`src/rtl/us_timebase_pkg.sv`:
```
package us_timebase_pkg;
   // byte offsets of the software-visible registers
   localparam int unsigned OFF_COUNT = 'h10;
   localparam int unsigned OFF_RATIO = 'h14;
   localparam int unsigned OFF_HOLD  = 'h4C;
endpackage

```
`src/rtl/us_ratio_accum.sv`:
```
module us_ratio_accum #(
   parameter int FIELD_W = 8
) (
   input  logic                 clk,
   input  logic                 rst_n,
   input  logic [2*FIELD_W-1:0] ratio,
   input  logic                 clr,
   output logic                 step,
   output logic                 tick
);
   localparam int D_W = FIELD_W + 1;
   localparam int S_W = FIELD_W + 2;
   localparam logic [D_W-1:0] ONE = D_W'(1);

   logic [D_W-1:0] inc_v, mod_v, acc_q, acc_d;
   logic [S_W-1:0] sum;
   logic           tick_q;

   assign inc_v = {1'b0, ratio[2*FIELD_W-1:FIELD_W]} + ONE;
   assign mod_v = {1'b0, ratio[FIELD_W-1:0]} + ONE;
   assign sum   = {1'b0, acc_q} + {1'b0, inc_v};

   always_comb begin
      step  = 1'b0;
      acc_d = acc_q;
      if (clr) begin
         acc_d = '0;
      end else if (inc_v >= mod_v) begin
         step  = 1'b1;
         acc_d = '0;
      end else if (sum >= {1'b0, mod_v}) begin
         step  = 1'b1;
         acc_d = D_W'(sum - {1'b0, mod_v});
      end else begin
         acc_d = D_W'(sum);
      end
   end

   always_ff @(posedge clk or negedge rst_n) begin
      if (!rst_n) begin
         acc_q  <= '0;
         tick_q <= 1'b0;
      end else begin
         acc_q  <= acc_d;
         tick_q <= step;
      end
   end

   assign tick = tick_q;


   clr_quiet_chk: assert property (@(posedge clk) disable iff (!rst_n) clr |=> !tick);

   acc_bound_chk: assert property (@(posedge clk) disable iff (!rst_n) acc_q < mod_v);

   fast_ratio_chk: assert property (@(posedge clk) disable iff (!rst_n)
      (inc_v >= mod_v) && !clr |=> tick);
endmodule

```
`src/rtl/us_counter.sv`:
```
module us_counter #(
   parameter int CNT_W = 32
) (
   input  logic             clk,
   input  logic             rst_n,
   input  logic             inc,
   input  logic             hold,
   output logic [CNT_W-1:0] cnt
);
   localparam logic [CNT_W-1:0] ONE = CNT_W'(1);

   logic [CNT_W-1:0] cnt_q;

   always_ff @(posedge clk or negedge rst_n) begin
      if (!rst_n)            cnt_q <= '0;
      else if (inc && !hold) cnt_q <= cnt_q + ONE;
   end

   assign cnt = cnt_q;


   cnt_step_chk: assert property (@(posedge clk) disable iff (!rst_n)
      inc && !hold |=> cnt == $past(cnt) + ONE);

   cnt_hold_chk: assert property (@(posedge clk) disable iff (!rst_n) hold |=> $stable(cnt));
endmodule

```
`src/rtl/us_regfile.sv`:
```
module us_regfile
   import us_timebase_pkg::*;
#(
   parameter int          ADDR_W    = 8,
   parameter int          DATA_W    = 32,
   parameter int          FIELD_W   = 8,
   parameter int unsigned RST_RATIO = 'h000B
) (
   input  logic                 clk,
   input  logic                 rst_n,
   input  logic [ADDR_W-1:0]    addr,
   input  logic                 wen,
   input  logic [DATA_W-1:0]    wdata,
   input  logic [DATA_W-1:0]    cnt_rd,
   output logic [2*FIELD_W-1:0] ratio,
   output logic                 hold,
   output logic                 ratio_wr,
   output logic [DATA_W-1:0]    rdata
);
   localparam int CFG_W = 2 * FIELD_W;
   localparam logic [ADDR_W-1:0] A_CNT   = ADDR_W'(OFF_COUNT);
   localparam logic [ADDR_W-1:0] A_RATIO = ADDR_W'(OFF_RATIO);
   localparam logic [ADDR_W-1:0] A_HOLD  = ADDR_W'(OFF_HOLD);

   logic [CFG_W-1:0] ratio_q;
   logic             hold_q;
   logic             hold_wr;
   logic             unused_wdata;

   assign ratio_wr     = wen && (addr == A_RATIO);
   assign hold_wr      = wen && (addr == A_HOLD);
   assign unused_wdata = ^wdata[DATA_W-1:CFG_W];

   always_ff @(posedge clk or negedge rst_n) begin
      if (!rst_n) begin
         ratio_q <= CFG_W'(RST_RATIO);
         hold_q  <= 1'b0;
      end else begin
         if (ratio_wr) ratio_q <= wdata[CFG_W-1:0];
         if (hold_wr)  hold_q  <= wdata[0];
      end
   end

   always_comb begin
      rdata = '0;
      if (addr == A_CNT)        rdata = cnt_rd;
      else if (addr == A_RATIO) rdata = {{(DATA_W-CFG_W){1'b0}}, ratio_q};
      else if (addr == A_HOLD)  rdata = {{(DATA_W-1){1'b0}}, hold_q};
   end

   assign ratio = ratio_q;
   assign hold  = hold_q;


   cfg_keep_chk: assert property (@(posedge clk) disable iff (!rst_n) !ratio_wr |=> $stable(ratio));
endmodule

```
`src/rtl/us_timebase.sv`:
```
module us_timebase #(
   parameter int          ADDR_W    = 8,
   parameter int          DATA_W    = 32,
   parameter int          FIELD_W   = 8,
   parameter int          CNT_W     = 32,
   parameter int unsigned RST_RATIO = 'h000B
) (
   input  logic              clk,
   input  logic              rst_n,
   input  logic [ADDR_W-1:0] reg_addr,
   input  logic              reg_wen,
   input  logic [DATA_W-1:0] reg_wdata,
   output logic [DATA_W-1:0] reg_rdata,
   output logic              us_tick
);
   localparam int CFG_W = 2 * FIELD_W;

   generate
      if (FIELD_W < 1 || CFG_W >= DATA_W || CNT_W < 1 || CNT_W > DATA_W || ADDR_W < 7) begin : g_bad
         $error("us_timebase: parameter combination out of range");
      end
   endgenerate

   logic [CFG_W-1:0]  ratio;
   logic              hold;
   logic              ratio_wr;
   logic              step;
   logic [CNT_W-1:0]  cnt;
   logic [DATA_W-1:0] cnt_rd;

   generate
      if (CNT_W < DATA_W) begin : g_ext
         assign cnt_rd = {{(DATA_W-CNT_W){1'b0}}, cnt};
      end else begin : g_full
         assign cnt_rd = cnt;
      end
   endgenerate

   us_regfile #(
      .ADDR_W(ADDR_W), .DATA_W(DATA_W), .FIELD_W(FIELD_W), .RST_RATIO(RST_RATIO)
   ) u_regs (
      .clk(clk), .rst_n(rst_n), .addr(reg_addr), .wen(reg_wen), .wdata(reg_wdata),
      .cnt_rd(cnt_rd), .ratio(ratio), .hold(hold), .ratio_wr(ratio_wr), .rdata(reg_rdata)
   );

   us_ratio_accum #(.FIELD_W(FIELD_W)) u_accum (
      .clk(clk), .rst_n(rst_n), .ratio(ratio), .clr(ratio_wr), .step(step), .tick(us_tick)
   );

   us_counter #(.CNT_W(CNT_W)) u_count (
      .clk(clk), .rst_n(rst_n), .inc(step), .hold(hold), .cnt(cnt)
   );
endmodule

```
`config.mk`:
```
export PLATFORM = sky130hd
export DESIGN_NAME = us_timebase
export DESIGN_NICKNAME = d
export VERILOG_FILES = /design/src/rtl/us_timebase_pkg.sv /design/src/rtl/us_ratio_accum.sv /design/src/rtl/us_counter.sv /design/src/rtl/us_regfile.sv /design/src/rtl/us_timebase.sv
export SDC_FILE = /design/constraint.sdc
export NUM_CORES = 1
export LEC_CHECK = 0
export BUFFER_PORTS_ARGS = -buffer_cell sky130_fd_sc_hd__buf_4
export CORE_ASPECT_RATIO = 1.1
export CORE_MARGIN = 2
export CORE_UTILIZATION = 57
export CTS_BUF_LIST = sky130_fd_sc_hd__clkbuf_16
export DETAILED_ROUTE_END_ITERATION = 10
export GPL_TIMING_DRIVEN = 0
export HOLD_SLACK_MARGIN = 0.1
export PLACE_DENSITY = 0.83
export SLEW_MARGIN = 20
export SYNTH_ARGS = -nofsm -noshare
export SYNTH_HDL_FRONTEND = slang
export SYNTH_SLANG_ARGS = --single-unit
```
`constraint.sdc`:
```
create_clock -name clk -period 4.65 [get_ports clk]
set_input_delay 0.465 -clock clk [delete_from_list [all_inputs] [get_ports clk]]
set_output_delay 0.465 -clock clk [all_outputs]
set_load 0.005 [all_outputs]
```
# Word-level counts from Yosys, hierarchy flattened
# Cells that the tools add are included.
[totals]
register_bits = 59
input_bits = 43
word_cells = 28
out_inout_bits = 33
[op_classes]
order_cmp = 2
n_addsub = 5
mux = 9
reduce_logical = 4
eq_ne = 3
[op_table]
columns = ["op", "n"]
rows = [
  ["$mux W32", 2],
  ["$add A32 B1 Y32 const B", 1],
  ["$mux W9", 3],
  ["$add A8 B1 Y9 const B", 2],
  ["$eq A8 B5 Y1 const B", 2],
  ["$add A9 B9 Y10", 1],
  ["$ge A10 B9 Y1", 1],
  ["$ge A9 B9 Y1", 1],
  ["$sub A9 B9 Y9", 1],
  ["$eq A8 B7 Y1 const B", 1],
  ["$mux W1", 4],
  ["$logic_and A1 B1 Y1", 3],
  ["$logic_not A1 Y1", 1],
]

# Logic depth before layout (Yosys ltp)
[logic_depth]
word_depth = 7
depth_mapped = 19
mapped_depth_nobuf = 17

# Cells and area by module
# Synthesis repeated with hierarchy kept, for this count alone.
[hier_totals]
hier_cells = 403
hier_area_um2 = 4103.9
[modules_own_cells]
columns = ["module", "seq_area_each_um2", "area_per_inst_um2", "n_inst", "cells_per_inst"]
rows = [
  ["us_ratio_accum", 250.2, 1537.7, 1, 177],
  ["us_counter", 800.8, 1452.6, 1, 126],
  ["us_regfile", 429.2, 1113.6, 1, 100],
]

# Worst setup path before layout
# OpenSTA, ideal clock, no wires.
[synth_path]
path_kind = "register -> register"
from = "register u_regs.ratio_q[8], in the netlist u_regs.ratio[8]"
to = "register u_count.cnt_q[11], in the netlist u_count.cnt[11]"
setup_slack_ns = 0.795
n_path_buf = 2
t_required_ns = 4.520
path_stages_with_launch = 20
period_less_slack_ns = 3.855
t_arrival_ns = 3.725
setup_ns = 0.130
path_cell_list = "dfrtp_1 ha_1 nand3_1 xnor2_1 ha_1 a21oi_1 o21ai_0 a2111oi_0 nor3_1 xnor2_1 inv_1 ha_1 a211o_1 a31o_2 a211oi_2 o21a_4 buf_8 buf_8 a211oi_2 xor2_1"
[synth_between]
elab_chain_cells = 7
elab_cells_between_ends = 8
classes_between = "add/sub (2); order compare (2); mux (3); reduce/logical (1)"
[synth_lines]
columns = ["element", "line", "text"]
rows = [
  ["start, declared", "us_regfile.sv:25", "logic [CFG_W-1:0] ratio_q;"],
  ["start signal, assigned", "us_regfile.sv:36", "ratio_q <= CFG_W'(RST_RATIO);"],
  ["start signal, assigned", "us_regfile.sv:39", "if (ratio_wr) ratio_q <= wdata[CFG_W-1:0];"],
  ["$add A8 B1 Y9 *", "us_ratio_accum.sv:19", "assign inc_v = {1'b0, ratio[2*FIELD_W-1:FIELD_W]} + ONE;"],
  ["$add A9 B9 Y10", "us_ratio_accum.sv:21", "assign sum = {1'b0, acc_q} + {1'b0, inc_v};"],
  ["$ge A10 B9 Y1", "us_ratio_accum.sv:31", "end else if (sum >= {1'b0, mod_v}) begin"],
  ["$mux W1", "us_ratio_accum.sv:31", ""],
  ["$mux W1 *", "us_ratio_accum.sv:28", "end else if (inc_v >= mod_v) begin"],
  ["$mux W1 *", "us_ratio_accum.sv:26", "if (clr) begin"],
  ["$logic_and A1 B1 Y1 *", "us_counter.sv:16", "else if (inc && !hold) cnt_q <= cnt_q + ONE;"],
  ["end signal, assigned", "us_counter.sv:16", ""],
  ["end, declared", "us_counter.sv:12", "logic [CNT_W-1:0] cnt_q;"],
]
# Mark *: on every way between the ends. The rest lies on a longest branch, timed or not.
# A chain may end at the register's enable or synchronous reset.

# Worst setup path after layout
[layout_path]
from = "register u_regs.ratio_q[8], in the netlist u_regs.ratio[8]"
to = "register u_accum.acc_q[8]"
[layout_between]
elab_chain_cells = 6
elab_cells_between_ends = 8
classes_between = "add/sub (3); order compare (2); mux (3)"
[layout_lines]
columns = ["element", "line", "text"]
rows = [
  ["$add A8 B1 Y9 *", "us_ratio_accum.sv:19", ""],
  ["$add A9 B9 Y10", "us_ratio_accum.sv:21", ""],
  ["$sub A9 B9 Y9 / $ge A10 B9 Y1 (equally long branches)", "us_ratio_accum.sv:33, us_ratio_accum.sv:31", ""],
  ["$mux W9", "us_ratio_accum.sv:31", ""],
  ["$mux W9 *", "us_ratio_accum.sv:28", ""],
  ["$mux W9 *", "us_ratio_accum.sv:26", ""],
  ["net u_accum.acc_d[8]", "us_ratio_accum.sv:15", "logic [D_W-1:0] inc_v, mod_v, acc_q, acc_d;"],
  ["end signal, assigned", "us_ratio_accum.sv:41", "acc_q <= '0;"],
  ["end signal, assigned", "us_ratio_accum.sv:44", "acc_q <= acc_d;"],
  ["end, declared", "us_ratio_accum.sv:15", ""],
]
# Mark *: on every way through the listed nets, which the timed path passes. The rest lies on a longest branch.

==> impl_results.rst <==
.. list-table::
   :header-rows: 1

   * - Metric
     - Value
   * - Grt peak-use layer
     - met2
   * - Sequence of cells on the critical path
     - ha_1, nand3_1, xnor2_2, ha_1, a21oi_1, o21ai_0, a2111oi_1, nor3_1, xnor2_1, inv_1, ha_1, a211o_1, a31o_2, a211oi_2, o21a_4, buf_12, buf_12, nor2_1, a211oi_1
   * - Most used cells in the layout excluding fill and tap cells
     - sky130_fd_sc_hd__buf_4 (63), sky130_fd_sc_hd__dfrtp_1 (55), sky130_fd_sc_hd__xor2_1 (35)
   * - GR Layer Usage met2
     - 44.7%
   * - P per Cell Area
     - 474 mW/mm^2
   * - Number of DRC violations after detailed-routing iteration 0
     - 141
   * - Via count of the first global-routing pass
     - 3638
   * - Standard-cell rows
     - 34
   * - Clock share of power
     - 24.7%
   * - Routability-driven placement congestion ratio
     - 0.913
   * - Crit path max-delay family
     - compound AO/OA/AOI/OAI gates
   * - Termination of the worst setup path
     - u_accum.acc_q[8]$_DFF_PN0_
   * - R2R cell count
     - 19
   * - Number of DRC violations after detailed routing
     - 0
   * - Portion of total power attributed to combinational logic
     - 49.3%
   * - Nature of the critical path startpoint
     - register
   * - Capturing element type of the critical path
     - register
   * - Total number of clock tree sinks
     - 59
   * - Largest buffer count on any clock path
     - 2
   * - Largest net degree at the start of global routing
     - 60
   * - Post-route ant nets
     - 0
   * - Placement-stage worst setup slack
     - -0.0238 ns
   * - Number of nets produced by synthesis
     - 511
   * - Proportion of synthesized flip-flops having asynchronous set or reset
     - 100%
   * - Port buffer count
     - 59
   * - YS warnings
     - 0
   * - Crit-path most repeated cell
     - sky130_fd_sc_hd__ha_1
   * - Arrival time at the worst endpoint
     - 4.68 ns
   * - # setup viols final
     - 0
   * - Multi-input gate area
     - 0.00287 mm^2
   * - Sequential share of the synthesized area
     - 32.7%
   * - Detailed-placement wirelength estimate
     - ~8.1 mm
   * - Antenna violations before repair
     - 0
   * - Flop2flop setup slack
     - ~0.18 ns
   * - P&R area growth vs syn
     - 19.9%
   * - CTS tree
     - done
   * - IO Pins
     - between 70 and 80
   * - Synth Area per Inst
     - 10.4 um^2
   * - Combined area of all synthesized cells
     - approximately 0.0045 mm^2
   * - Type of the most critical hold path
     - input port to async pin
   * - Path type of the worst setup path
     - register to register
   * - Net Switching
     - 1.04 mW
   * - Sum of buffers and inverters on the critical path
     - 3
   * - Relative slew margins
     - 50.4%
   * - Met1 capacity usage during global routing
     - roughly 33%
   * - Fraction of power spent switching nets
     - 40.5%
   * - Transition time at the pin with the least slew margin
     - about 0.74 ns
   * - Post-layout total power
     - 2.57 mW
   * - Number of H-tree levels
     - 3
   * - Aggregate negative setup slack
     - 0 ns
   * - Via count of the routed design
     - 3616
   * - Final Max Slew Viols
     - 0
   * - Crit Path Max Fanout
     - 10
   * - Upper clock frequency limit
     - 0.224 GHz
   * - Outcome
     - completed
   * - Largest clock skew in the final design
     - 0.00872 ns
   * - Count of cell types in the netlist
     - 62
   * - Wire length of the first global-routing pass
     - approximately 18 mm
   * - Final-layout fill cell count
     - 615
   * - Hold-fix buffers, CTS
     - 0
   * - Max incr delay on CP
     - 0.42 ns
   * - Die footprint
     - 0.00868 mm^2
   * - Leakage dissipation
     - 2.52 nW
   * - Count of flip-flops with a built-in enable after synthesis
     - 0
   * - Clk Tree Root Cell
     - sky130_fd_sc_hd__clkbuf_16
   * - Routed length per instance
     - approximately 18 um
   * - Reg clk slew, reported paths
     - roughly 0.050 ns
   * - Number of synthesized register bits
     - 59
   * - Top flip-flop cell by instance count after synthesis
     - sky130_fd_sc_hd__dfrtp_1
   * - Final setup margin
     - 0.185 ns
   * - Grt ovf
     - 0
   * - Smallest hold slack
     - 0.210 ns
   * - Maximum VDD drop
     - 0.000330 V
   * - Clock buffers created by TritonCTS
     - 9
   * - Minimum clock period
     - 4.47 ns
   * - Req. time, crit path
     - between 4 and 5 ns
   * - Number of nets in the final layout
     - slightly below 600
   * - Met3 GRT Util
     - 3.48%
   * - Vias per inst
     - 5.82
   * - 1st-pass router iterations
     - 4
   * - Ant diodes
     - 0
   * - Share of layout cells above drive strength 1
     - 29.2%
   * - Internal power consumption
     - 1.53 mW
   * - Worst reg2reg endpoint
     - u_accum.acc_q[8]$_DFF_PN0_
   * - FF+latch area
     - 0.00148 mm^2
   * - Most common cell after layout, fill and taps aside
     - sky130_fd_sc_hd__buf_4
   * - Clock latency on the worst-skew pair
     - 0.33 ns
   * - Post-synthesis cell count
     - about 440
   * - Hold Violations, Final
     - 0
   * - Final WL
     - 11.0 mm
   * - Die width
     - 89.0 um
   * - CORE AREA
     - between 0.007 and 0.008 mm^2
   * - Max-capacitance violation count
     - 0
   * - Slowest CP cell
     - sky130_fd_sc_hd__dfrtp_2
   * - Effective utilization at floorplan
     - between 50 and 60%
   * - Crit share post-route
     - between 90% and 100%
   * - Worst path depth
     - 19
   * - Sequential Power Share
     - between 20% and 30%
   * - Vertical die dimension
     - 97.5 um
   * - Total global-route track usage
     - 26.2%
   * - Worst setup path start
     - u_regs.ratio[8]$_DFFE_PN0P_
   * - Reg2Reg Launch Point
     - u_regs.ratio[8]$_DFFE_PN0P_
==> flip-flops by register name (all words and copies together), names as in the netlist <==
register,cells
u_accum.acc_q,9
u_accum.tick,1
u_count.cnt,32
u_regs.hold,1
u_regs.ratio,16
==> synth_stat cells, drive strengths merged (4+ instances only) <==
library cell / count / share of area (%)
xnor2: 18 / 3.5
inv: 14 / 1.2
a211oi: 15 / 3.5
a21oi: 25 / 2.9
nand4: 15 / 2.9
mux2: 18 / 4.5
nand2: 28 / 2.3
ha: 31 / 8.6
a2111oi: 16 / 6.7
nor3: 7 / 0.77
nand3: 19 / 2.2
xor2: 36 / 7.0
and4: 6 / 1.3
and3: 6 / 0.83
clkbuf: 4 / 0.33
o21ai: 8 / 0.88
buf: 12 / 2.8
nor2: 34 / 3.0
dfrtp: 56 / 31
mux2i: 18 / 4.0
and2: 15 / 2.1
==> layout make-up <==
type	instances	share of cell area (%)
multi-input cells	346	52.9
well taps	108	2.49
plain buffers	16	2.65
inverters	14	0.968
clock inverters	7	1.04
clock buffers	9	4.15
flip-flops and latches	59	27.3
repair buffers	62	8.57
==> power groups by stage <==
stage	logic (mW)	clock network (mW)	registers [mW]
final	1.27	0.635	0.671
after global routing	1.37	0.663	0.681
after CTS	1.25	0.639	0.669
after detailed placement	1.23	0	0.676
after global placement	1.19	0	0.668
after floorplan	0.988	0	0.653
==> repair_timing <==
action                                  4_1_cts  5_1_grt
pin swaps                                     0        3
endpoints found under the setup margin       11       42
endpoints found under the hold margin         0        0
buffers inserted                              0        3
gates cloned                                  0        0
gates resized for setup                       1        3
==> logic make-up (layout without fill, tap and decap cells) <==
group | count (synthesis) | in the layout | synth area share [%]
adders and majority gates | 33 | 33 | 9.44
muxes | 36 | 36 | 8.45
AOI/OAI and AO/OA | 82 | 82 | 17.5
buffers and inverters | 30 | 108 | 4.33
DFF | 59 | 59 | 32.7
and+or+nand+nor | 141 | 141 | 17.2
xor gates and xnor gates | 54 | 54 | 10.4
==> stage by stage <==
stage          util, %  instance area (um^2)  cells
6_report          69.4                  5430    621
5_1_grt           69.4                  5430    621
4_1_cts           69.0                  5400    618
3_5_place_dp      65.3                  5110    602
3_3_place_gp      65.3                  5110    602
2_1_floorplan        -                  4530    435
==> layer usage <==
layer,vias to the layer above,wire length (um),part of all wire [%]
li1,1729,-,-
met2,70,5820,53
met1,1794,4530,41
met3,23,386,3.5
met5,-,0,0
met4,0,276,2.5
==> how the worst min path moves through the flow <==
stage                                startpoint                     endpoint  slack [ns]  cells past startpoint
detailed placement  u_count.cnt[31]$_DFFE_PN0P_  u_count.cnt[31]$_DFFE_PN0P_        0.46                      1
finish                                    rst_n   u_accum.acc_q[0]$_DFF_PN0_        0.21                      1
floorplan                                 rst_n   u_accum.acc_q[0]$_DFF_PN0_        0.17                      0
CTS                                       rst_n   u_accum.acc_q[0]$_DFF_PN0_        0.24                      1
global placement    u_count.cnt[31]$_DFFE_PN0P_  u_count.cnt[31]$_DFFE_PN0P_        0.45                      1
global route                              rst_n   u_accum.acc_q[0]$_DFF_PN0_        0.29                      1
Note: power is estimated with default switching activity, not from simulation.
